[config.mk]
export PLATFORM = sky130hd
export DESIGN_NAME = majority_serial
export DESIGN_NICKNAME = d
export VERILOG_FILES = /design/src/rtl/mj_pkg.sv /design/src/rtl/mj_shift_chain.sv /design/src/rtl/mj_ones_counter.sv /design/src/rtl/mj_frame_ctrl.sv /design/src/rtl/majority_serial.sv
export SDC_FILE = /design/constraint.sdc
export NUM_CORES = 1
export LEC_CHECK = 0
export ABC_CLOCK_PERIOD_IN_PS = 2200
export BUFFER_PORTS_ARGS = -buffer_cell sky130_fd_sc_hd__buf_2
export CORE_ASPECT_RATIO = 0.9
export CORE_MARGIN = 5
export CORE_UTILIZATION = 50
export DETAILED_ROUTE_END_ITERATION = 10
export PLACE_DENSITY = 0.73
export RECOVER_POWER = 25
export SLEW_MARGIN = 20
export SYNTH_ARGS = -nofsm -noshare
export SYNTH_HDL_FRONTEND = slang
export SYNTH_SLANG_ARGS = --single-unit
[constraint.sdc]
create_clock -name clk_i -period 2.2 [get_ports clk_i]
set_clock_uncertainty 0.15 [all_clocks]
set_input_delay 0.22 -clock clk_i [delete_from_list [all_inputs] [get_ports clk_i]]
set_output_delay 0.22 -clock clk_i [all_outputs]
set_load 0.005 [all_outputs]
[src/rtl/mj_pkg.sv]
package mj_pkg;

    typedef enum logic [1:0] {
        ST_PRIME = 2'd0,
        ST_SHIFT = 2'd1,
        ST_WRAP  = 2'd2
    } mj_state_e;

    function automatic bit is_pow2(input int unsigned v);
        return (v != 0) && ((v & (v - 1)) == 0);
    endfunction

endpackage

[src/rtl/mj_shift_chain.sv]
module mj_shift_chain #(
    parameter int STAGE_W  = 8,
    parameter int N_STAGES = 4,
    localparam int LEN     = STAGE_W * N_STAGES
) (
    input  logic           clk,
    input  logic           rst,
    input  logic           load,
    input  logic           shift,
    input  logic [LEN-1:0] load_vec,
    output logic           ser_o
);

    logic [STAGE_W-1:0] stg [N_STAGES];

    for (genvar s = 0; s < N_STAGES; s++) begin : g_stage
        logic feed;
        if (s == N_STAGES - 1) begin : g_tail
            assign feed = 1'b0;
        end else begin : g_link
            assign feed = stg[s+1][STAGE_W-1];
        end

        always_ff @(posedge clk) begin
            if (rst) begin
                stg[s] <= '0;
            end else if (load) begin
                stg[s] <= load_vec[LEN-1-s*STAGE_W -: STAGE_W];
            end else if (shift) begin
                stg[s] <= {stg[s][STAGE_W-2:0], feed};
            end
        end
    end

    assign ser_o = stg[0][STAGE_W-1];

endmodule

[src/rtl/mj_ones_counter.sv]
module mj_ones_counter #(
    parameter int CNT_W = 6
) (
    input  logic             clk,
    input  logic             rst,
    input  logic             clr,
    input  logic             en,
    input  logic             bit_i,
    output logic [CNT_W-1:0] cnt_q,
    output logic [CNT_W-1:0] cnt_next
);

    assign cnt_next = cnt_q + CNT_W'(bit_i);

    always_ff @(posedge clk) begin
        if (rst || clr) begin
            cnt_q <= '0;
        end else if (en) begin
            cnt_q <= cnt_next;
        end
    end

endmodule

[src/rtl/mj_frame_ctrl.sv]
module mj_frame_ctrl
    import mj_pkg::*;
#(
    parameter int FRAME = 32,
    localparam int FC_W = $clog2(FRAME)
) (
    input  logic clk,
    input  logic rst,
    output logic load,
    output logic shift,
    output logic count,
    output logic latch
);

    mj_state_e        state_q, state_d;
    logic [FC_W-1:0]  fcnt_q;

    always_ff @(posedge clk) begin
        if (rst) begin
            state_q <= ST_PRIME;
        end else begin
            state_q <= state_d;
        end
    end

    always_comb begin
        state_d = state_q;
        unique case (state_q)
            ST_PRIME: state_d = ST_SHIFT;
            ST_SHIFT: if (fcnt_q == FC_W'(FRAME - 2)) state_d = ST_WRAP;
            ST_WRAP:  state_d = ST_SHIFT;
            default:  state_d = ST_PRIME;
        endcase
    end

    always_comb begin
        load  = 1'b0;
        shift = 1'b0;
        count = 1'b0;
        latch = 1'b0;
        unique case (state_q)
            ST_PRIME: load = 1'b1;
            ST_SHIFT: begin
                shift = 1'b1;
                count = 1'b1;
            end
            ST_WRAP: begin
                count = 1'b1;
                latch = 1'b1;
                load  = 1'b1;
            end
            default: load = 1'b0;
        endcase
    end

    always_ff @(posedge clk) begin
        if (rst || load) begin
            fcnt_q <= '0;
        end else if (shift) begin
            fcnt_q <= fcnt_q + 1'b1;
        end
    end

endmodule

[src/rtl/majority_serial.sv]
module majority_serial
    import mj_pkg::*;
#(
    parameter int N_IN     = 31,
    parameter int THRESH   = 16,
    parameter int STAGE_W  = 8,
    parameter int N_STAGES = 4
) (
    input  logic            clk_i,
    input  logic            rst_i,
    input  logic [N_IN-1:0] vote_i,
    output logic            maj_o,
    output logic            done_o
);

    localparam int FRAME   = STAGE_W * N_STAGES;
    localparam int PAD     = FRAME - N_IN;
    localparam int CNT_W   = $clog2(FRAME + 1);
    localparam bit BIT_DEC = is_pow2(THRESH) && (N_IN < 2 * THRESH);

    logic             load, shift, count, latch;
    logic             ser;
    logic [FRAME-1:0] load_vec;
    logic [CNT_W-1:0] ones_q, ones_next;
    logic             decide;
    logic             maj_q, done_q;

    assign load_vec = {vote_i, {PAD{1'b0}}};

    mj_frame_ctrl #(.FRAME(FRAME)) u_ctrl (
        .clk   (clk_i),
        .rst   (rst_i),
        .load  (load),
        .shift (shift),
        .count (count),
        .latch (latch)
    );

    mj_shift_chain #(.STAGE_W(STAGE_W), .N_STAGES(N_STAGES)) u_chain (
        .clk      (clk_i),
        .rst      (rst_i),
        .load     (load),
        .shift    (shift),
        .load_vec (load_vec),
        .ser_o    (ser)
    );

    mj_ones_counter #(.CNT_W(CNT_W)) u_ones (
        .clk      (clk_i),
        .rst      (rst_i),
        .clr      (load),
        .en       (count),
        .bit_i    (ser),
        .cnt_q    (ones_q),
        .cnt_next (ones_next)
    );

    if (BIT_DEC) begin : g_bit_decide
        assign decide = ones_next[$clog2(THRESH)];
    end else begin : g_cmp_decide
        assign decide = (ones_next >= CNT_W'(THRESH));
    end

    always_ff @(posedge clk_i) begin
        if (rst_i) begin
            maj_q  <= 1'b0;
            done_q <= 1'b0;
        end else begin
            done_q <= latch;
            if (latch) maj_q <= decide;
        end
    end

    assign maj_o  = maj_q;
    assign done_o = done_q;

endmodule

# Yosys cells after proc, flatten, opt, wreduce, memory -nomap -nowiden
# Memory sizes are Yosys's and may differ from the RTL's.
# Index checks and enable logic that the tools add are counted.
# W data, S select, Z words.
[classes]
addsub = 2
n_eq_ne = 4
mux = 23
n_bitwise = 8
reduce_logical = 4
[ops]
columns = ["operator", "count"]
rows = [
  ["$mux W8", 8],
  ["$mux W1", 13],
  ["$or A1 B1 Y1", 8],
  ["$add A6 B1 Y6", 1],
  ["$add A5 B1 Y5 const B", 1],
  ["$eq A5 B5 Y1 const B", 1],
  ["$pmux W2 S2", 1],
  ["$reduce_or A2 Y1", 2],
  ["$eq A2 B1 Y1 const B", 1],
  ["$eq A2 B2 Y1 const B", 1],
  ["$logic_not A2 Y1", 1],
  ["$mux W2", 1],
  ["$ne A2 B1 Y1 const B", 1],
  ["$logic_or A1 B1 Y1", 1],
]
[word_totals]
register_bits = 15
ramBits = 32
in_bits = 33
output_inout_bits = 2
wordCells = 47
memories = 1
[mem_list]
columns = ["memory", "depth", "word_bits", "read_ports", "rd_clocked_by_memory_dff", "wr", "line", "text"]
rows = [
  ["u_chain.stg", 4, 8, 4, 0, 4, "mj_shift_chain.sv:14", "logic [STAGE_W-1:0] stg [N_STAGES];"],
]

# Logic depth before layout (Yosys ltp)
[logic_depth]
depth_word = 8
ltp_mapped = 6
ltp_nobuf = 5

# Hierarchy
# A second synthesis with hierarchy kept.
[unflattened]
hier_cells = 163
hier_area_um2 = 2174.6
[by_module_without_submodules]
columns = ["module", "n_inst", "cells_per_inst", "area_per_inst_um2", "seq_area_each_um2"]
rows = [
  ["mj_shift_chain", 1, 79, 1393.8, 960.9],
  ["mj_frame_ctrl", 1, 39, 374.1, 140.1],
  ["mj_ones_counter", 1, 39, 342.8, 120.1],
  ["majority_serial", 1, 6, 63.8, 40.0],
]

# Worst setup path before layout
# OpenSTA, ideal clock, no wires.
[synth_path]
path_kind = "register to register"
from = "register u_ctrl.state_q[0]"
to = "memory u_chain.stg[0][0], enable pin"
setup_ps = 308
arrival_time_ps = 1393
t_required_ps = 1742
path_slack_ps = 350
stages_incl_launch_ff = 6
path_buffers = 0
synth_period_minus_slack_ps = 1850
cell_sequence = "dfxtp_1 -> inv_1 -> ha_1 -> nor2_1 -> nand2_1 -> or2_2"
[synth_lines]
columns = ["element", "line", "text"]
rows = [
  ["start, declared", "mj_frame_ctrl.sv:15", "mj_state_e state_q, state_d;"],
  ["start signal, assigned", "mj_frame_ctrl.sv:22", "state_q <= state_d;"],
  ["end, declared", "mj_shift_chain.sv:14", ""],
]

==> results.md <==
- The run finished with clean final reports.
- The combined global-route utilization of all metal layers is 13.7%.
- The worst register-to-register path has a depth of 5.
- The sum of overflow across all layers after global routing is 0.
- The routed wirelength normalized by instance count is 14.2 um.
- The initial DRC count is 80.
- The final standard cell count with taps included and fillers excluded is roughly 240.
- The beginning of the worst hold path is rst_i.
- The tree is rooted in a clkbuf_8.
- The die area is ~0.0053 mm^2.
- The register-to-register path setup slack is between 0.15 and 0.2 ns.
- The first detailed-routing pass ran for 4 iterations.
- After routing, the total negative slack on setup checks comes to 0 ns.
- The signal on the critical path passes through inv_1, ha_1, nor2_1, nand2_1, or2_2.
- The highest net fanout along the worst path is 23.
- Once placement completed, the tool counted placed cells totaling roughly 240.
- The post-synthesis sequential element count is 45.
- The post-synthesis cell type count is 25.
- The final HPWL from detailed placement is between 2 and 2.5 mm.
- On the worst path, the slowest cell contributes a delay of ~0.5 ns.
- The worst flop-to-flop path startpoint is u_ctrl.state_q[0]$_SDFFE_PP0P_.
- No sink is reached through more buffers than the 2 on the longest clock path.
- The maximum VDD drop is 0.000524 V.
- The weighted congestion at the end of routability-driven global placement is roughly 0.73.
- Setup repair after global routing left no endpoint under its margin.
- The clock latency of the later-clocked register in the worst-skew pair is between 0.2 and 0.3 ns.
- In this run the worst setup path begins at u_ctrl.state_q[0]$_SDFFE_PP0P_.
- The class of the most critical setup path is flip-flop to flip-flop.
- The total nets after synthesis is between 200 and 250.
- The number of buffers added for setup after CTS is 0.
- The number of clock buffers added by TritonCTS is 5.
- STA puts the critical path data arrival time at around 1.8 ns.
- The hold path endpoint is maj_o$_SDFFE_PP0N_.
- The number of clock sinks is between 40 and 50.
- The power after layout is between 2000 and 3000 uW.
- The count of pins on the block boundary is 35.
- The worst path uses between 90 and 100% of the clock period.
- The clock-pin slew reported for the worst setup and hold paths after clock tree synthesis is about 0.08 ns.
- The leakage power summed over all cells is around 0.001 uW.
- Max-cap violations in this run came to 0.
- The horizontal extent of the die is around 76 um.
- The number of cells on the worst hold path is 2.
- The global routing stage identified its most utilized layer as met2.
- The largest net degree at the start of global routing is 31.
- The final max-slew violation count came to 0.
- For the pin with the worst max-slew slack, the measured transition is between 0.5 and 0.6 ns.
- In the routed design, unresolved DRC markers number 0.
- The initial utilization of the core area, before any placement, comes to between 50% and 60%.
- The final route contains 1322 vias.
- The share of final-layout standard cells stronger than drive strength 1 is approximately 24%.
- The number of global-route vias before repair came to 1297.
- The layout net count is ~240.
- The detail route stage leaves a number of antenna-violating nets equal to 0.
- The first global-routing pass estimated approximately 5.8 mm of wire.
- The area growth from synthesis to layout is 16.5%.
- Buffers inserted to repair hold after CTS numbered 0.
- Global routing consumed, on the met1 layer, 17.1% of the routing resources.
- The average footprint of a synthesized cell is between 10 and 15 um^2.
- The number of antenna violations at the first check in global routing is 0.
- The power density over cell area is approximately 1200 mW/mm^2.
- The cell area after layout is approximately 0.0023 mm^2.
- The placement-stage cell area is 0.00222 mm^2.
- The minimum clock period after layout is between 2 and 2.5 ns.
- The core region is around 0.0038 mm^2.
- Measured along the y axis, the die boundary spans between 60 and 70 um.
- The critical path startpoint category is a flip-flop.
- In the global route stage, met3 resource usage came out at ~4.7%.
- Measured against its own limit, the worst slew margin works out to between 60% and 70%.
- In this run the worst hold path is classified as primary input to flip-flop.
- Static timing analysis puts the maximum clock frequency at approximately 500 MHz.
- The number of cells upsized or downsized after cts is 0.
- The site row count is 21.
- Among all stages on the critical path, the largest delay is contributed by or2_2.
- For met2 alone, demand over resource in global routing was about 21%.
- The required time at the worst-slack endpoint is just over 2 ns.
- The commonest non-fill, non-tap cell in the layout is buf_2.
- In this run the critical register-to-register path is captured at u_chain.stg[1][10]$_DFFE_PP_.
- The kind of capture point of the worst setup path is a flip-flop.
- The final-report setup violation count is 0.
- The hold violation count in the final report came to 0.
- The CTS tree is built.
- The layout has 317 filler cells.
- The overall routed net length is between 3 and 4 mm.
- The number of antenna repair diodes is 0.
- The clock tree synthesis step divided the H-tree into 2 levels.
- Port buffering added 34 buffers.
- The post-synth design cell area is approximately 0.0020 mm^2.
- The Yosys step of the flow raised 0 warnings.
- Leaving out fill and tap cells, the most frequent cells in the layout are 33 x buf_2, 31 x edfxtp_1, 22 x a22o_1.
- Sequential elements use roughly three fifths of the synthesized area.
- Using the TritonRoute via totals, the vias-per-cell ratio works out to 5.42.
- The gate count after technology mapping is 160.
[per-layer routing]
metal / up-vias / wire length, um / part of all wire (%)
met5: - / 0 / 0
li1: 662 / - / -
met1: 621 / 1530 / 44
met3: 7 / 269 / 7.8
met4: 0 / 81 / 2.3
met2: 32 / 1590 / 46
[final cells by class]
| cell class | count | area, um^2 | area share, % |
|---|---|---|---|
| Sequential cell | 45 | 1210 | 52.4 |
| Multi-Input combinational cell | 103 | 713 | 30.8 |
| Timing Repair Buffer | 39 | 211 | 9.15 |
| Clock buffer | 5 | 68.8 | 2.98 |
| Tap cell | 46 | 57.6 | 2.49 |
| Clock inverter | 2 | 35.0 | 1.52 |
| Inverter | 4 | 15.0 | 0.649 |
[critical path: cells and delay by family (launching register included)]
family        cells  cell delay [ns]
simple gates      3             0.78
buf+inv           1             0.12
fa+ha+maj         1             0.24
flops             1             0.41
[worst max-delay path by stage]
| stage | to | cells after the start |
|---|---|---|
| 3_3_place_gp | u_chain.stg[0][8]$_DFFE_PP_ | 5 |
| 5_1_grt | u_chain.stg[1][1]$_SDFFCE_PN0P_ | 6 |
| 2_1_floorplan | u_chain.stg[0][0]$_DFFE_PP_ | 5 |
| 4_1_cts | u_chain.stg[1][10]$_DFFE_PP_ | 5 |
| 3_5_place_dp | u_chain.stg[0][8]$_DFFE_PP_ | 5 |
| 6_report | u_chain.stg[1][10]$_DFFE_PP_ | 5 |
[cell families after synthesis]
| group | Yosys count | share of synthesized area (%) |
|---|---|---|
| buffers and inverters | 12 | 2.90 |
| multiplexers | 2 | 1.01 |
| AND/OR/NAND/NOR | 46 | 10.7 |
| XOR/XNOR | 8 | 3.53 |
| adder cells (fa/ha/maj) | 10 | 6.31 |
| AO/OA/AOI/OAI | 37 | 14.6 |
| flip-flops | 45 | 61.0 |
[Yosys cell counts (all sizes together)]
master  instances  area [um^2]
edfxtp         31          931
nor2           12         45.0
or2             2         12.5
a41o            1         10.0
ha             10          125
nor2b           2         12.5
a211o           1         8.76
nand2b          2         12.5
nand4           5         31.3
a211oi          2         15.0
a21oi          10         50.1
xor2            7         61.3
o31ai           1         12.5
mux2i           2         20.0
and2            1         6.26
inv             4         15.0
buf             8         42.5
nor3            1         10.0
nand2          19         71.3
a22o           22          193
xnor2           1         8.76
nand3           2         10.0
dfxtp          14          280
[state kept, by name, indices dropped and copies added, names as in the netlist]
| name | flops |
|---|---|
| u_ctrl.fcnt_q | 5 |
| done_o | 1 |
| maj_o | 1 |
| u_chain.stg | 31 |
| u_ones.cnt_q | 5 |
| u_ctrl.state_q | 2 |
[power by group]
part           total, uW  switching, uW  internal, uW  leakage [uW]
Sequential          1360            105          1260      0.000467
Clock                591            261           330     0.0000540
Combinational        723            423           300      0.000463
Total               2680            789          1890      0.000984
[metrics by stage]
stage | setup slack, ns | utilization [%] | hold WS (ns)
after floorplan | 0.350 | - | 0.139
after global placement | 0.265 | 58.7 | 0.334
after detailed placement | 0.180 | 58.7 | 0.345
after CTS | 0.163 | 61.5 | 0.0434
after global routing | 0.0533 | 61.1 | 0.0444
final | 0.185 | 61.1 | 0.0531
Power figures use the tool's default switching activity.
